### config.mk
export PLATFORM = sky130hd
export DESIGN_NAME = combo_lock
export DESIGN_NICKNAME = d
export VERILOG_FILES = /design/src/rtl/lock_pkg.sv /design/src/rtl/key_debounce.sv /design/src/rtl/lock_datapath.sv /design/src/rtl/lock_control.sv /design/src/rtl/combo_lock.sv
export SDC_FILE = /design/constraint.sdc
export NUM_CORES = 1
export LEC_CHECK = 0
export ABC_AREA = 0
export BUFFER_PORTS_ARGS = -buffer_cell sky130_fd_sc_hd__buf_2
export CAP_MARGIN = 40
export CORE_MARGIN = 5
export CORE_UTILIZATION = 50
export CTS_BUF_LIST = sky130_fd_sc_hd__clkbuf_4 sky130_fd_sc_hd__clkbuf_8
export CTS_CLUSTER_SIZE = 28
export DETAILED_ROUTE_END_ITERATION = 10
export GPL_ROUTABILITY_DRIVEN = 1
export PLACE_DENSITY = 0.65
export SYNTH_ARGS = -nofsm -noshare
export SYNTH_HDL_FRONTEND = slang
export SYNTH_SLANG_ARGS = --single-unit
### constraint.sdc
create_clock -name clk -period 2.6 [get_ports clk]
set_input_delay 0.78 -clock clk [delete_from_list [all_inputs] [get_ports clk]]
set_output_delay 0.78 -clock clk [all_outputs]
set_load 0.02 [all_outputs]
### src/rtl/lock_pkg.sv
package lock_pkg;
  localparam int NUM_KEYS   = 10;
  localparam int DIGIT_W    = 4;
  localparam int MAX_DIGITS = 9;
  localparam int CODE_W     = DIGIT_W * MAX_DIGITS;

  // Strobes from the control to the datapath
  typedef struct packed {
    logic advance;    // accept one digit
    logic clear;      // return to first position
    logic holdTimer;  // keep idle timer at zero
  } lock_strobe_t;
endpackage

### src/rtl/key_debounce.sv
module key_debounce #(
  parameter int unsigned SETTLE_CYCLES = 4
) (
  input  logic clk,
  input  logic rst,
  input  logic rawIn,
  output logic level
);
  localparam int CW = (SETTLE_CYCLES > 1) ? $clog2(SETTLE_CYCLES) : 1;
  localparam logic [CW-1:0] CNT_LAST = CW'(SETTLE_CYCLES - 1);

  logic syncA, syncB;
  logic [CW-1:0] runCnt;

  always_ff @(posedge clk) begin
    if (rst) begin
      syncA  <= 1'b0;
      syncB  <= 1'b0;
      level  <= 1'b0;
      runCnt <= '0;
    end else begin
      syncA <= rawIn;
      syncB <= syncA;
      if (syncB == level) begin
        runCnt <= '0;
      end else if (runCnt == CNT_LAST) begin
        level  <= syncB;
        runCnt <= '0;
      end else begin
        runCnt <= runCnt + 1'b1;
      end
    end
  end
endmodule

### src/rtl/lock_datapath.sv
module lock_datapath import lock_pkg::*; #(
  parameter int unsigned SETTLE_CYCLES = 4,
  parameter int unsigned IDLE_CYCLES   = 64,
  parameter int          STEP_W        = 3
) (
  input  logic                clk,
  input  logic                rst,
  input  logic [NUM_KEYS-1:0] keysRaw,
  input  lock_strobe_t        strobe,
  output logic [NUM_KEYS-1:0] keyStable,
  output logic [NUM_KEYS-1:0] keyPress,
  output logic [NUM_KEYS-1:0] keyRelease,
  output logic [STEP_W-1:0]   step,
  output logic                timerDone
);
  localparam int TW = (IDLE_CYCLES > 1) ? $clog2(IDLE_CYCLES) : 1;
  localparam logic [TW-1:0] TIMER_LAST = TW'(IDLE_CYCLES - 1);

  logic [NUM_KEYS-1:0] stablePrev;
  logic [TW-1:0]       idleTimer;

  for (genvar k = 0; k < NUM_KEYS; k++) begin : g_key
    key_debounce #(.SETTLE_CYCLES(SETTLE_CYCLES)) u_deb (
      .clk   (clk),
      .rst   (rst),
      .rawIn (keysRaw[k]),
      .level (keyStable[k])
    );
  end

  always_ff @(posedge clk) begin
    if (rst) stablePrev <= '0;
    else     stablePrev <= keyStable;
  end

  assign keyPress   = keyStable & ~stablePrev;
  assign keyRelease = ~keyStable & stablePrev;
  assign timerDone  = (idleTimer == TIMER_LAST);

  always_ff @(posedge clk) begin
    if (rst) begin
      idleTimer <= '0;
    end else if (strobe.holdTimer || strobe.clear || strobe.advance) begin
      idleTimer <= '0;
    end else if (!timerDone) begin
      idleTimer <= idleTimer + 1'b1;
    end
  end

  always_ff @(posedge clk) begin
    if (rst || strobe.clear) step <= '0;
    else if (strobe.advance) step <= step + 1'b1;
  end
endmodule

### src/rtl/lock_control.sv
module lock_control import lock_pkg::*; #(
  parameter int                CODE_LEN = 4,
  parameter logic [CODE_W-1:0] CODE     = 36'h0_0000_7502,
  parameter int                STEP_W   = 3
) (
  input  logic                clk,
  input  logic                rst,
  input  logic [NUM_KEYS-1:0] keyStable,
  input  logic [NUM_KEYS-1:0] keyPress,
  input  logic [NUM_KEYS-1:0] keyRelease,
  input  logic [STEP_W-1:0]   step,
  input  logic                timerDone,
  output lock_strobe_t        strobe
);
  logic                armed;
  logic [DIGIT_W-1:0]  expDigit;
  logic [NUM_KEYS-1:0] expMask;
  logic unlocked, multiHeld, wrongPress, timeoutHit;

  always_comb begin
    expDigit = '0;
    for (int k = 0; k < CODE_LEN; k++) begin
      if (step == STEP_W'(k)) expDigit = CODE[DIGIT_W*k +: DIGIT_W];
    end
  end

  assign expMask   = NUM_KEYS'(1) << expDigit;
  assign unlocked  = (step == STEP_W'(CODE_LEN));
  assign multiHeld = |(keyStable & (keyStable - 1'b1));

  always_comb begin
    wrongPress       = unlocked ? (|keyPress) : (|(keyPress & ~expMask));
    strobe.holdTimer = (|keyStable) || (step == '0) || unlocked;
    timeoutHit       = timerDone && !strobe.holdTimer;
    strobe.clear     = wrongPress || multiHeld || timeoutHit;
    strobe.advance   = !strobe.clear && !unlocked && armed &&
                       (|(keyRelease & expMask));
  end

  always_ff @(posedge clk) begin
    if (rst || strobe.clear || strobe.advance) armed <= 1'b0;
    else if (!unlocked && (|(keyPress & expMask))) armed <= 1'b1;
  end
endmodule

### src/rtl/combo_lock.sv
module combo_lock import lock_pkg::*; #(
  parameter int unsigned       CLK_HZ        = 50_000_000,
  parameter int unsigned       SETTLE_CYCLES = CLK_HZ / 1000 * 33,
  parameter int unsigned       IDLE_CYCLES   = CLK_HZ / 1000 * 3000,
  parameter int                CODE_LEN      = 4,
  parameter logic [CODE_W-1:0] CODE          = 36'h0_0000_7502
) (
  input  logic                clk,
  input  logic                rst,
  input  logic [NUM_KEYS-1:0] keys,
  output logic                unlock
);
  localparam int STEP_W = $clog2(CODE_LEN + 1);

  lock_strobe_t        strobe;
  logic [NUM_KEYS-1:0] keyStable, keyPress, keyRelease;
  logic [STEP_W-1:0]   step;
  logic                timerDone;

  lock_datapath #(
    .SETTLE_CYCLES (SETTLE_CYCLES),
    .IDLE_CYCLES   (IDLE_CYCLES),
    .STEP_W        (STEP_W)
  ) u_datapath (
    .clk        (clk),
    .rst        (rst),
    .keysRaw    (keys),
    .strobe     (strobe),
    .keyStable  (keyStable),
    .keyPress   (keyPress),
    .keyRelease (keyRelease),
    .step       (step),
    .timerDone  (timerDone)
  );

  lock_control #(
    .CODE_LEN (CODE_LEN),
    .CODE     (CODE),
    .STEP_W   (STEP_W)
  ) u_control (
    .clk        (clk),
    .rst        (rst),
    .keyStable  (keyStable),
    .keyPress   (keyPress),
    .keyRelease (keyRelease),
    .step       (step),
    .timerDone  (timerDone),
    .strobe     (strobe)
  );

  assign unlock = (step == STEP_W'(CODE_LEN));
endmodule

# ---- Yosys cells after proc, flatten, opt, wreduce, memory -nomap -nowiden
# Cells that the tools add are included.
dict set report word_totals {
  regBits 282
  inputBits 12
  output_inout_bits 1
  word_cells 151
}
dict set report op_classes {
  addsub 13
  eq_ne 25
  shift 1
  muxes 5
  bitwise_logic 19
  n_reduce_logical 44
}
# op count
set ops {}
lappend ops {{$add A21 B1 Y21 const B} 10}
lappend ops {{$eq A21 B21 Y1 const B} 10}
lappend ops {{$and A10 B10 Y10} 6}
lappend ops {{$reduce_or A10 Y1} 6}
lappend ops {{$not A10 Y10} 3}
lappend ops {{$reduce_or A3 Y1} 10}
lappend ops {{$add A28 B1 Y28 const B} 1}
lappend ops {{$eq A28 B28 Y1 const B} 1}
lappend ops {{$reduce_and A2 Y1} 10}
lappend ops {{$eq A1 B1 Y1} 10}
lappend ops {{$not A1 Y1} 10}
lappend ops {{$shl A1 B3 Y10 const A} 1}
lappend ops {{$sub A10 B1 Y10 const B} 1}
lappend ops {{$logic_or A1 B1 Y1} 8}
lappend ops {{$eq A3 B2 Y1 const B} 2}
lappend ops {{$mux W3} 2}
lappend ops {{$logic_and A1 B1 Y1} 5}
lappend ops {{$mux W2} 2}
lappend ops {{$add A3 B1 Y3 const B} 1}
lappend ops {{$eq A3 B1 Y1 const B} 1}
lappend ops {{$eq A3 B3 Y1 const B} 1}
lappend ops {{$logic_not A1 Y1} 3}
lappend ops {{$logic_not A3 Y1} 1}
lappend ops {{$reduce_or A2 Y1} 1}
lappend ops {{$mux W1} 1}

# ---- Logic depth before layout (Yosys ltp)
# Gate-level depths: netlist of run 1.
dict set report logic_depth {
  ltp_word 18
  depth_mapped 10
  ltp_nobuf 8
}

# ---- Modules after synthesis
# A second synthesis of run 1 with hierarchy kept.
dict set report hier_totals {
  cells_unflattened 1445
  area_unflattened_um2 12922.4
}
# mod n_inst cells_each area_each_um2 seq_area_each_um2
set modules_own_cells {}
lappend modules_own_cells {key_debounce 10 118 1062.3 480.5}
lappend modules_own_cells {lock_datapath 1 209 1886.8 820.8}
lappend modules_own_cells {lock_control 1 55 400.4 20.0}
lappend modules_own_cells {combo_lock 1 1 12.5 0.0}

# ---- Worst setup path before layout of run 1
# Ideal clock, no wire load.
dict set report synth_path {
  path_type {flip-flop to flip-flop}
  from {register u_datapath.step[1]}
  to {register u_datapath.idleTimer[13]}
  setup_ns 0.064
  arrival_ns 2.300
  required_ns 2.536
  path_slack_ns 0.236
  stages_incl_launch_ff 11
  path_buffers 2
  synth_period_minus_slack_ns 2.364
  cell_sequence {dfxtp_1 -> ha_1 -> ha_1 -> clkbuf_1 -> nor2b_1 -> nand4b_1 -> o221ai_1 -> o311ai_1 -> nand3_2 -> buf_2 -> nor2_1}
}
dict set report synth_via {
  elab_chain_cells 18
  word_cells_on_any_way 30
  cone_classes {eq/ne (4); shift (1); mux (5); bitwise (3); reduce/logical (17)}
}
# element line
set synth_rtl {}
lappend synth_rtl {{start, declared} lock_datapath.sv:13} ;# output logic [STEP_W-1:0] step,
lappend synth_rtl {{start signal, assigned} lock_datapath.sv:52} ;# else if (strobe.advance) step <= step + 1'b1;
lappend synth_rtl {{$logic_not A3 Y1} {lock_control.sv:23, lock_control.sv:33}}
lappend synth_rtl {{$mux W2 (2 in series)} lock_control.sv:23} ;# if (step == STEP_W'(k)) expDigit = CODE[DIGIT_W*k +: DIGIT_W];
lappend synth_rtl {{$mux W3 (2 in series)} lock_control.sv:23}
lappend synth_rtl {{$shl A1 B3 Y10} lock_control.sv:27} ;# assign expMask = NUM_KEYS'(1) << expDigit;
lappend synth_rtl {{$not A10 Y10} lock_control.sv:32} ;# wrongPress = unlocked ? (|keyPress) : (|(keyPress & ~expMask));
lappend synth_rtl {{$and A10 B10 Y10} lock_control.sv:32}
lappend synth_rtl {{$reduce_or A10 Y1} lock_control.sv:32}
lappend synth_rtl {{$mux W1} lock_control.sv:32}
lappend synth_rtl {{$logic_or A1 B1 Y1 (2 in series)} lock_control.sv:35} ;# strobe.clear = wrongPress || multiHeld || timeoutHit;
lappend synth_rtl {{$logic_not A1 Y1} lock_control.sv:36} ;# strobe.advance = !strobe.clear && !unlocked && armed &&
lappend synth_rtl {{$logic_and A1 B1 Y1 (3 in series)} lock_control.sv:36}
lappend synth_rtl {{$logic_or A1 B1 Y1 *} lock_datapath.sv:43} ;# end else if (strobe.holdTimer || strobe.clear || strobe.advance) begin
lappend synth_rtl {{$reduce_or A2 Y1 (no source line) *} -}
lappend synth_rtl {{end signal, assigned} lock_datapath.sv:46} ;# idleTimer <= idleTimer + 1'b1;
lappend synth_rtl {{end, declared} lock_datapath.sv:20} ;# logic [TW-1:0] idleTimer;
# Mark *: on every way between the ends. The rest lies on a longest branch, timed or not.
# A chain may end at the register's enable or synchronous reset.

# ---- Final worst setup path of run 1
dict set report layout_path {
  from {register u_datapath.step[0]}
  to {output unlock}
}
dict set report layout_via {
  elab_chain_cells 1
}
# element line
set layout_rtl {}
lappend layout_rtl {{$eq A3 B3 Y1} combo_lock.sv:51} ;# assign unlock = (step == STEP_W'(CODE_LEN));
lappend layout_rtl {{end, declared} combo_lock.sv:11} ;# output logic unlock
# No other way between the ends.

==> results.md, run 1 <==
- The signal on the critical path passes through inv_1, ha_1, nand2_1, inv_1, buf_2.
- The class of the worst hold path is input pin to flip-flop.
- The number of hold buffers added after CTS was 0.
- The total buffers and inverters traversed by the critical path is 3.
- By instance count, the cell type seen most on the critical path is sky130_fd_sc_hd__inv_1.
- Wires add up to roughly 21,000 um.
- The effective utilization at floorplan is 0.503.
- The total overflow left after global routing is 0.
- After synthesis, the most frequently instantiated cells are sky130_fd_sc_hd__nor2_1, sky130_fd_sc_hd__dfxtp_1, sky130_fd_sc_hd__xor2_1.
- For this run, the number of standard cells in the final layout without fillers is between 1.5k and 2k.
- Cell internal power was estimated by the tool at 6.79 mW.
- By area the synthesized netlist is led by sky130_fd_sc_hd__dfxtp_1, sky130_fd_sc_hd__nor2_1, sky130_fd_sc_hd__xor2_1.
- The critical path's largest stage delay is roughly 0.33 ns.
- After clock tree synthesis, the clock-pin slew on the worst setup and hold paths is approximately 0.06 ns.
- STA puts the critical path data required time at approximately 1.8 ns.
- Data arrives at the worst endpoint at between 1.5 and 2 ns.
- The floorplan step set the die height to ~170 um.
- The number of endpoints failing setup at the final stage is 0.
- The area of all placed cells without fillers is between 10,000 and 15,000 um2.
- The overall track demand over capacity in global routing is 0.157.
- After detailed routing, the number of vias per cell comes to roughly 5.
- The post-cts gate resize count is 0.
- The TritonCTS buffer count is 47.
- In this run the count of I/O pins placed on the die edge is 13.
- Of the total power, registers draw 0.509.
- Counting tap cells, the placed design contains a total of about 1.7k instances.
- Of the available clock period, the critical path in the final layout requires 0.931.
- The flow ran to the end, and the final reports show no timing, DRC or antenna violations.
- After clock tree synthesis, the setup repair step added 0 buffers.
- The average cell area after synthesis is roughly 8.7 um2.
- The share of final-layout standard cells stronger than drive strength 1 is 0.0907.
- The number of vias in the routed layout is 8,961.
- The via count of the first global-routing pass was 8,489.
- The final count of pins violating max slew came to 0.
- The number of instances in the synthesized netlist is 1,389.
- In this run the remaining antenna-violating nets after routing total 0.
- For this run, asynchronously set or reset flops after synthesis account for 0.
- The number of nets handed over by synthesis was about 1.4k.
- The number of enable-type register cells in the synthesized netlist is 0.
- The wire length of the first global-routing pass is 37,100 um.
- By instance count, the leading cell after synthesis is sky130_fd_sc_hd__nor2_1.
- The placement-stage cell area is around 13,000 um2.
- Counting flops and latches in the post-synthesis netlist gives ~280.
- The critical path is of the flip-flop to primary output type.
- Dividing the detail-routed wire length by the instance count gives around 12 um.
- The worst-skew pair later-pin latency is around 0.56 ns.
- The floorplan has between 50 and 60 rows.
- The slowest library cell on the worst path is sky130_fd_sc_hd__dfxtp_1.
- The worst-case clock skew is about 0.015 ns.
- The highest clock rate is about 0.41 GHz.
- The worst-case headroom to the max-slew limit is 0.536.
- Grouping stages by cell kind, the critical path spends the most delay in buffers and inverters.
- The area added between synthesis and finish is 12.3%.
- The initial antenna violation count is 0.
- The layout net count is 1,458.
- The ratio of total power to cell area is 630 nW/um2.
- The worst setup path is launched from a flip-flop.
- During placement, the flow inserted port buffers numbering 12.
- The floorplan step defined a die boundary enclosing 27,400 um2.
- The die outline width is approximately 170 um.
- The highest ir drop seen on vdd is 0.361 mV.
- The top cell type's share of synthesized area is 0.467.
- Counting the fill cells in the layout gives ~2.2k.
- The largest net degree at the start of global routing is between 50 and 60.
- For the pin with the worst max-slew slack, the measured transition is around 0.70 ns.
- The cell type with the largest total area after synthesis is sky130_fd_sc_hd__dfxtp_1.
- The total number of yosys warnings is 0.
- The share of the yosys chip area belonging to registers is 0.467.
- The synthesized area is roughly 12,000 um2.
- The distinct cell type count of the synthesized netlist is between 40 and 50.
- In this run, the number of DRC markers left after iteration 0 of detailed routing was between 400 and 500.
- The total inserted antenna cells is 0.
- Of the total power, the clock network draws 0.481.
- The share of total power dissipated in combinational logic is 0.010.
- The number of maximum-capacitance violations is 0.
- The pre-antenna-repair detailed-routing pass consisted of 4 iterations.
- The buffer cell driving the clock tree root is sky130_fd_sc_hd__clkbuf_8.
- The placed wire-length estimate after detailed placement is 14,000 um.
- The deepest level of the CTS H-tree is 2.
- In this run the static leakage power is ~4.5 nW.
- STA classifies the critical path endpoint as a primary output.
- The post-route DRC violation count is 0.
- Counting every sink on the clock net gives 282.
- Setup repair after global routing left no endpoint under its margin.
- The smallest clock period supported by the final layout is computed as between 2 and 2.5 ns.
- The highest net fanout along the worst path is 5.
- Of the total power, the share spent switching nets is 0.206.
- The analysis attributes to net switching a power of 1.76 mW.
- The most used flip-flop cell after synthesis is sky130_fd_sc_hd__dfxtp_1.
- TritonCTS built the clock tree.
- The routability congestion estimate from global placement is between 0.7 and 0.8.
- The final hold violation count is 0.
- The core region is 24,000 um2.
- The setup TNS after final layout is 0 ns.
- The number of buffers between clock root and the deepest sink is 3.
## routing by layer
metal	track usage	wire (um)	up-vias
met5	0	0	-
met2	0.255	9390	93
li1	-	-	4741
met3	0.0305	699	41
met1	0.209	10500	4086
met4	0.0536	451	0
## final cells by class
cell class / count / area, um2 / share of cell area
clock buffers: 83 / 1000 / 0.0740
clock inverters: 4 / 26.3 / 0.00194
inverters: 36 / 135 / 0.00995
multi-input cells: 1032 / 6150 / 0.453
flip-flops and latches: 282 / 5650 / 0.416
well taps: 324 / 405 / 0.0299
repair buffers: 30 / 208 / 0.0153
## kinds of logic (layout without fill, tap and decap cells)
logic type | count (synthesis) | in the layout | share of synthesized area
and+or+nand+nor | 744 | 744 | 0.304
DFF | 282 | 282 | 0.467
xor gates and xnor gates | 215 | 215 | 0.156
buffers and inverters | 75 | 153 | 0.0241
AOI/OAI and AO/OA | 45 | 45 | 0.0228
adders and majority gates | 17 | 17 | 0.0176
muxes | 11 | 11 | 0.00911
## registers in the layout (all words and copies together) (netlist names)
name and count:
u_datapath.g_key.u_deb.runCnt 210, u_datapath.g_key.u_deb.syncB 10, u_control.armed 1, u_datapath.idleTimer 28, u_datapath.g_key.u_deb.level 10, u_datapath.g_key.u_deb.syncA 10, u_datapath.step 3, u_datapath.stablePrev 10
## stage by stage
step	worst slack, ns	util	hold WS [ns]	power (mW)
global route	0.0117	0.565	0.410	8.92
CTS	0.110	0.565	0.394	8.70
detailed placement	0.276	0.522	0.423	4.53
global placement	0.287	0.522	0.417	4.53
finish	0.181	0.565	0.432	8.55
floorplan	0.236	-	0.413	4.50
## power by group through the flow
stage / Sequential, mW / Combinational, mW / Clock (mW)
global route: 4.35 / 0.0925 / 4.47
detailed placement: 4.45 / 0.0839 / 0
finish: 4.35 / 0.0821 / 4.11
global placement: 4.45 / 0.0837 / 0
floorplan: 4.44 / 0.0540 / 0
CTS: 4.35 / 0.0841 / 4.27
## final timing paths
path / from / endpoint / slack (ns) / depth (start not counted)
worst min-delay path: keys[0] / u_datapath.g_key[0].u_deb.syncA$_SDFF_PP0_ / 0.43 / 2
worst max register to register: u_datapath.step[1]$_SDFFE_PP0P_ / u_datapath.idleTimer[20]$_SDFFE_PP0N_ / 0.27 / 9
worst min register to register: u_datapath.g_key[5].u_deb.syncA$_SDFF_PP0_ / u_datapath.g_key[5].u_deb.syncB$_SDFF_PP0_ / 0.44 / 1
worst max-delay path: u_datapath.step[0]$_SDFFE_PP0P_ / unlock / 0.18 / 5
## cell usage in the layout (no fill, tap or decap), drive strengths merged, types with 3 or more instances in the layout
cell type    n
nand4b       5
nand3       88
nor4b        9
buf         30
nand4       46
nor4        20
clkbuf      83
xnor2       95
and3        44
nand2b       8
inv         37
or3         26
nand2       95
nor3        18
mux2i       11
nor2       301
or2          4
ha          17
o21ai       16
a21oi       18
dfxtp      282
nor2b       43
or4          8
and4        13
a221oi       3
xor2       120
nor4bb       3
or4b         6
(Power assumes the default switching activity.)
==> run 2, diff against run 1 <==
==> constraint.sdc (replaced) <==
create_clock -name clk -period 2.32 [get_ports clk]
set_input_delay 0.696 -clock clk [delete_from_list [all_inputs] [get_ports clk]]
set_output_delay 0.696 -clock clk [all_outputs]
set_load 0.02 [all_outputs]
==> run 2 against run 1 <==
Non-clock buffer count up 15. Register-to-register slack worse by 0.18 ns. Sequential cell count unchanged. Design area up 2.5%. Worst hold slack worse by 0.087 ns. Worst setup slack worse by 0.088 ns. Routed wire length up 0.92%. First-iteration DRC count up 10%.
==> results.md, run 2 (same netlist as run 1, synthesis figures left out) <==
- In the finished design, the share of the clock period the worst path needs comes to 0.960.
- The number of cell instances on the worst register-to-register path is 6.
- The number of clock buffers added by TritonCTS is 48.
- The number of hold buffers added after CTS is 0.
- The static leakage is ~4.7 nW.
- The filler cells instantiated in the layout total around 2.2k.
- The total area of multi-input combinational cells is between 6000 and 7000 um2.
- Counting instances, the worst hold path has a depth of 2.
- The end point of the worst hold path is u_datapath.g_key[6].u_deb.syncA$_SDFF_PP0_.
- The floorplan die height is between 150 and 200 um.
- Of the total power, registers draw 0.492.
- The reg-to-reg critical path endpoint is u_datapath.step[0]$_SDFFE_PP0P_.
- The CTS tree is yes.
- The via count of the first global-routing pass was between 8k and 9k.
- For this run, design rule violations remaining after detail routing come to 0.
- In the final routed layout, each cell accounts on average for roughly 12 um.
- For the pin with the worst max-slew slack, the measured transition is 0.548 ns.
- The final count of pins violating max slew is 0.
- The total power consumption of the routed design is 9.91 mW.
- In the global route stage, overall resource usage came out at 0.160.
- The internal reg-to-reg setup slack is between 0.09 and 0.1 ns.
- The layout net count is ~1.5k.
- The worst-skew pair later-pin latency is around 0.56 ns.
- The number of endpoints failing setup at the final stage is 0.
- The internal cell power is roughly 7.9 mW.
- The leading cell type in the layout, fill and taps excluded is sky130_fd_sc_hd__nor2_1.
- The worst setup path is captured at a flip-flop.
- The initial antenna violation count is 0.
- The final hold violation count came to 0.
- The share of total power dissipated in combinational logic is 0.010.
- During I/O placement, the number of pins put on the boundary was 13.
- The clock input transition at the sequential cells of the worst setup and hold paths is 0.06 ns.
- The total overflow reported by the global router is 0.
- The number of vias in the routed layout is approximately 9.0k.
- The wire length of the first global-routing pass is 37,900 um.
- In this run the worst path has a maximum fanout of 5.
- Of the cells placed in the final design, the portion with a size suffix greater than 1 is 0.107.
- For this configuration, the core starts out at a cell density of 0.503.
- In the layout the commonest cells are sky130_fd_sc_hd__nor2_1, sky130_fd_sc_hd__dfxtp_1, sky130_fd_sc_hd__xor2_1.
- The timing startpoint of the critical path is u_datapath.g_key[0].u_deb.level$_SDFFE_PP0P_.
- The first-pass iteration count of the detailed router is 5.
- Once layout is complete, the utilization of the core stands at 0.579.
- The number of buffers between clock root and the deepest sink is 3.
- The number of DRC markers after the initial detailed-route iteration is roughly 470.
- The worst register-to-register path begins at u_datapath.g_key[0].u_deb.level$_SDFFE_PP0P_.
- The switching fraction of total power is 0.208.
- The routability congestion estimate from global placement is approximately 0.80.
- The worst endpoint required time is between 2 and 3 ns.
- The detail-routed via count per cell is between 4 and 5.
- The number of clock sinks seen by CTS is between 200 and 300.
- Entering global routing, the biggest net connects 52 pins.
- The flip-flop count of the largest register after layout is 210.
- The worst-case headroom to the max-slew limit is 0.630.
- The total number of placement rows is 57.
- Of the total power, the clock network draws 0.498.
- Across the VDD grid, the largest voltage drop is 0.481 mV.
- The flow ran to the end, and the final reports show no timing, DRC or antenna violations.
- The placed wire-length estimate after detailed placement is between 10,000 and 15,000 um.
- The cell sitting at the root of the clock tree is a sky130_fd_sc_hd__clkbuf_8.
- The type of the setup path with the least slack is flip-flop to flip-flop.
- The area inside the core boundary is about 24,000 um2.
- The count of input and output buffers is 12.
- The highest clock rate is 0.449 GHz.
- The largest registers in the layout are u_datapath.g_key.u_deb.runCnt: 210 flops, u_datapath.idleTimer: 28 flops.
- The number of maximum-capacitance violations is 0.
- The minimum clock period is approximately 2.2 ns.
- Power spread over the standard cell area amounts to between 700 and 800 nW/um2.
- Summed over all nets, the switching power comes to around 2 mW.
- Data on the critical path arrives at its endpoint at 2.71 ns.
- The area used by sequential logic in the layout is between 5000 and 6000 um2.
- The area added between synthesis and finish is 15.1%.
- The H-tree was split into 2 levels.
- The floorplan step defined a die boundary enclosing between 20,000 and 30,000 um2.
- From left edge to right edge, the die measures 165 um.
- The worst-case clock skew is 0.0198 ns.
- The worst setup path is launched from a flip-flop.
- The count of nets left with antenna violations once routing finished came out at 0.
- The largest register by flop count is u_datapath.g_key.u_deb.runCnt.
- The total wire length is between 20,000 and 25,000 um.
- The class of the worst hold path is input pin to flip-flop.
- The total inserted antenna cells is 0.
- The worst hold path startpoint is keys[6].
-- run 2: power groups by stage --
stage,clock network (mW),registers [mW],logic [mW]
floorplan,0,4.98,0.0605
global placement,0,4.98,0.104
CTS,5.10,4.88,0.105
global route,5.35,4.88,0.115
finish,4.93,4.88,0.103
detailed placement,0,4.98,0.104
-- run 2: through the flow --
step	setup WS, ns	TNS [ns]	cell area, um2	std cells	hold slack, ns
6_report	0.0930	0	13900	1808	0.345
3_3_place_gp	0.0933	0	12800	1718	0.425
5_1_grt	-0.000233	-0.000233	13900	1808	0.325
3_5_place_dp	0.0481	0	12800	1718	0.426
4_1_cts	0.0302	0	13900	1808	0.311
2_1_floorplan	0.127	0	12100	1389	0.413
-- run 2: how the worst max path moves through the flow --
stage	end	slack, ns	depth (start not counted)
final	u_datapath.step[0]$_SDFFE_PP0P_	0.09	6
after global routing	unlock	-0.0002	5
after CTS	u_datapath.step[0]$_SDFFE_PP0P_	0.03	8
after detailed placement	u_datapath.step[0]$_SDFFE_PP0P_	0.05	8
after global placement	u_datapath.step[0]$_SDFFE_PP0P_	0.09	8
after floorplan	u_datapath.idleTimer[13]$_SDFFE_PP0N_	0.13	10
-- run 2: cell type report --
cell class / instances / area share
clock buffers: 78 / 0.0713
multi-input cells: 1032 / 0.445
clock inverters: 11 / 0.00863
flip-flops and latches: 282 / 0.406
well taps: 324 / 0.0291
inverters: 36 / 0.00971
repair buffers: 45 / 0.0304
-- run 2: metal layers --
layer,share of wire,wire [um],GRT usage,up-vias
li1,-,-,-,4777
met1,0.51,10800,0.218,4137
met2,0.44,9320,0.255,82
met3,0.032,669,0.0335,39
met4,0.019,406,0.0472,0
met5,0,0,0,-
-- run 2: worst max-delay path: stages, from the launching register on --
cell and delay (ns):
sky130_fd_sc_hd__dfxtp_1 0.35, sky130_fd_sc_hd__or4_4 0.55, sky130_fd_sc_hd__or3_4 0.40, sky130_fd_sc_hd__a21oi_2 0.11, sky130_fd_sc_hd__a21oi_1 0.05, sky130_fd_sc_hd__or4b_4 0.57
sky130_fd_sc_hd__nor2_1 0.14
-- run 2: what timing repair did --
item                       4_1_cts  5_1_grt
setup endpoints to repair        1       46
resized for setup                4        7
pin swaps                        0        2
buffers inserted                 1        0
==> run 3, diff against run 2 <==
--- a/config.mk
+++ b/config.mk
@@ -14,7 +14,7 @@
 export CTS_CLUSTER_SIZE = 28
 export DETAILED_ROUTE_END_ITERATION = 10
 export GPL_ROUTABILITY_DRIVEN = 1
-export PLACE_DENSITY = 0.65
+export PLACE_DENSITY_LB_ADDON = 0.3
 export SYNTH_ARGS = -nofsm -noshare
 export SYNTH_HDL_FRONTEND = slang
 export SYNTH_SLANG_ARGS = --single-unit
==> run 3 against run 2 <==
Count of clock-buffer cells in the layout down 11. Routed wire length down 1.6%. Sequential power about the same. Largest power group is now sequential cells.
==> results.md, run 3 (same netlist as run 1, synthesis figures left out) <==
- The highest net fanout along the worst path is 6.
- The library cell used most frequently in the layout, excluding fill and tap cells, is sky130_fd_sc_hd__nor2_1.
- The detail-routed via count per cell is 5.04.
- Setup repair after global routing left no endpoint under its margin.
- The worst-case headroom to the max-slew limit is 0.541.
- In this run the count of I/O pins placed on the die edge is 13.
- The number of vias in the routed layout is ~9.0k.
- The total power consumption of the routed design is between 9 and 10 mW.
- The largest net degree at the start of global routing is 52.
- The worst hold path startpoint is keys[1].
- The total wire length is 20,900 um.
- The number of maximum-capacitance violations is 0.
- For this design the ratio of total power to cell area is approximately 700 nW/um2.
- The final hold slack is about 0.34 ns.
- In this run the post-CTS setup repair buffer count came out at 0.
- The initial antenna violation count is 0.
- The number of clock buffers added by TritonCTS is between 40 and 50.
- Compared with the post-synthesis result, the final layout area differs by 13.9%.
- The path with the worst hold slack has its endpoint at u_datapath.g_key[1].u_deb.syncA$_SDFF_PP0_.
- The total number of placement rows is 57.
- The die outline width is between 150 and 200 um.
- The detail route stage leaves a number of antenna-violating nets equal to 0.
- The final count of pins violating max slew is 0.
- The wire length per cell is roughly 12 um.
- The floorplan die height is 165 um.
- The worst hold path was traced through 2 stages.
- At the later pin of the worst-skew pair, clock insertion delay measures approximately 0.56 ns.
- The number of clock sinks seen by CTS is between 200 and 300.
- At the worst endpoint, the arrival time is ~2.7 ns.
- The buffer cell driving the clock tree root is sky130_fd_sc_hd__clkbuf_8.
- For the pin with the worst max-slew slack, the measured transition is about 0.69 ns.
- The die outline area is around 27,000 um2.
- The net count of the finished layout is between 1k and 1.5k.
- The via count of the first global-routing pass was about 8.7k.
- The min-delay analysis places its worst path in the category input pin to flip-flop.
- The worst register-to-register path has a setup slack of 0.09 ns.
- The overall track demand over capacity in global routing is 0.160.
- The first global-routing pass estimated 38,100 um of wire.
- The clock period could shrink to ~2.2 ns.
- In the post-route analysis, the smallest setup slack over all paths is between 0.09 and 0.1 ns.
- The number of buffers between clock root and the deepest sink is 3.
- The share of the core filled with cells is 0.573.
- In this run the tool buffered the top-level ports with 12 buffer cells.
- The clock input transition at the sequential cells of the worst setup and hold paths is around 0.06 ns.
- The final hold violation count is 0.
- The static leakage is about 4.6 nW.
- The total of fill cells in the finished design is about 2.1k.
- The initial utilization of the core area, before any placement, comes to 0.503.
- The endpoint identified for the worst register-to-register timing path is u_datapath.step[1]$_SDFFE_PP0P_.
- The first-pass iteration count of the detailed router is 5.
- The type of the setup path with the least slack is flip-flop to flip-flop.
- TritonCTS built the clock tree.
- Clock skew on the completed layout was measured at ~0.026 ns.
- The number of antenna diodes in the final layout is 0.
- The number of hold buffers added after CTS is 0.
- Summed over all nets, the half-perimeter wirelength after detailed placement is roughly 14,000 um.
- VDD sags by at most between 0.4 and 0.5 mV.
- Routability-driven placement finished with a final weighted congestion of approximately 0.83.
- Prior to clock tree synthesis, the placed netlist has a worst setup slack of 0.0476 ns.
- The largest registers in the layout are u_datapath.g_key.u_deb.runCnt: 210 flops, u_datapath.idleTimer: 28 flops.
- The total overflow reported by the global router is 0.
- The flip-flop count of the largest register after layout is 210.
- The largest register by flop count is u_datapath.g_key.u_deb.runCnt.
- The flow ran to the end, and the final reports show no timing, DRC or antenna violations.
- The endpoint class of the critical path is a flip-flop.
- The nature of the critical path startpoint is a flip-flop.
- For this run, design rule violations remaining after detail routing come to 0.
- The deepest level of the CTS H-tree is 2.
- The number of endpoints failing setup at the final stage is 0.
- The share of final-layout standard cells stronger than drive strength 1 is 0.100.
- The area inside the core boundary is 24,000 um2.
- The highest clock rate is 0.449 GHz.
- Of the available clock period, the critical path in the final layout requires 0.960.
- The number of cells on the worst reg-to-reg path is 6.
- The startpoint identified for the worst register-to-register timing path is u_datapath.g_key[6].u_deb.level$_SDFFE_PP0P_.
- Adding up every negative setup slack in the final design gives 0 ns.
- At the worst endpoint, the required time is 2.80 ns.
- The library cells used most frequently in the layout, excluding fill and tap cells, are sky130_fd_sc_hd__nor2_1, sky130_fd_sc_hd__dfxtp_1, sky130_fd_sc_hd__xor2_1.
- The first routing iteration left a little under 400 violations.
## run 3: final cells by class
type	instances	area, um2	share of cell area
multi-input combinational	1032	6190	0.450
sequential	282	5650	0.410
clock buffer	67	866	0.0629
tap	324	405	0.0294
timing repair buffer	40	377	0.0273
clock inverter	12	151	0.0110
inverter	36	135	0.00981
## run 3: worst max-delay path, stage by stage (launching register included)
cell                       delay (ns)
sky130_fd_sc_hd__dfxtp_1         0.36
sky130_fd_sc_hd__nor2b_1         0.14
sky130_fd_sc_hd__or4_1           0.56
sky130_fd_sc_hd__o21a_1          0.21
sky130_fd_sc_hd__a311oi_1        0.21
sky130_fd_sc_hd__or4b_4          0.54
sky130_fd_sc_hd__nor2_1          0.12
## run 3: through the flow
step / std cells / cell area [um2]
finish: 1793 / 13800
global route: 1793 / 13800
floorplan: 1389 / 12100
CTS: 1793 / 13700
detailed placement: 1714 / 12700
global placement: 1714 / 12700
## run 3: worst max-delay path by stage
stage,cells past startpoint,to,slack (ns),startpoint
global placement,8,u_datapath.step[0]$_SDFFE_PP0P_,0.08,u_datapath.step[0]$_SDFFE_PP0P_
CTS,5,unlock,0.005,u_datapath.step[0]$_SDFFE_PP0P_
detailed placement,8,u_datapath.step[0]$_SDFFE_PP0P_,0.05,u_datapath.step[0]$_SDFFE_PP0P_
floorplan,10,u_datapath.idleTimer[13]$_SDFFE_PP0N_,0.13,u_datapath.step[1]$_SDFFE_PP0P_
finish,6,u_datapath.step[1]$_SDFFE_PP0P_,0.09,u_datapath.g_key[6].u_deb.level$_SDFFE_PP0P_
global route,6,u_datapath.step[1]$_SDFFE_PP0P_,0.004,u_datapath.g_key[1].u_deb.level$_SDFFE_PP0P_
## run 3: repair_timing
| item | in CTS | in global routing |
|---|---|---|
| cloned | 0 | 0 |
| endpoints found under the hold margin | 0 | 0 |
| resized for setup | 3 | 11 |
| endpoints found under the setup margin | 1 | 68 |
## run 3: power breakdown
| group | switching, mW | internal (mW) |
|---|---|---|
| clock network | 1.94 | 2.74 |
| logic | 0.0574 | 0.0424 |
| registers | 0.0107 | 4.87 |
| total | 2.01 | 7.65 |
## run 3: metal layers
layer	global-route usage	wire length, um	up-vias
li1	-	-	4746
met1	0.218	10500	4147
met2	0.257	9150	107
met3	0.0313	727	41
met4	0.0532	463	0
met5	0	0	-
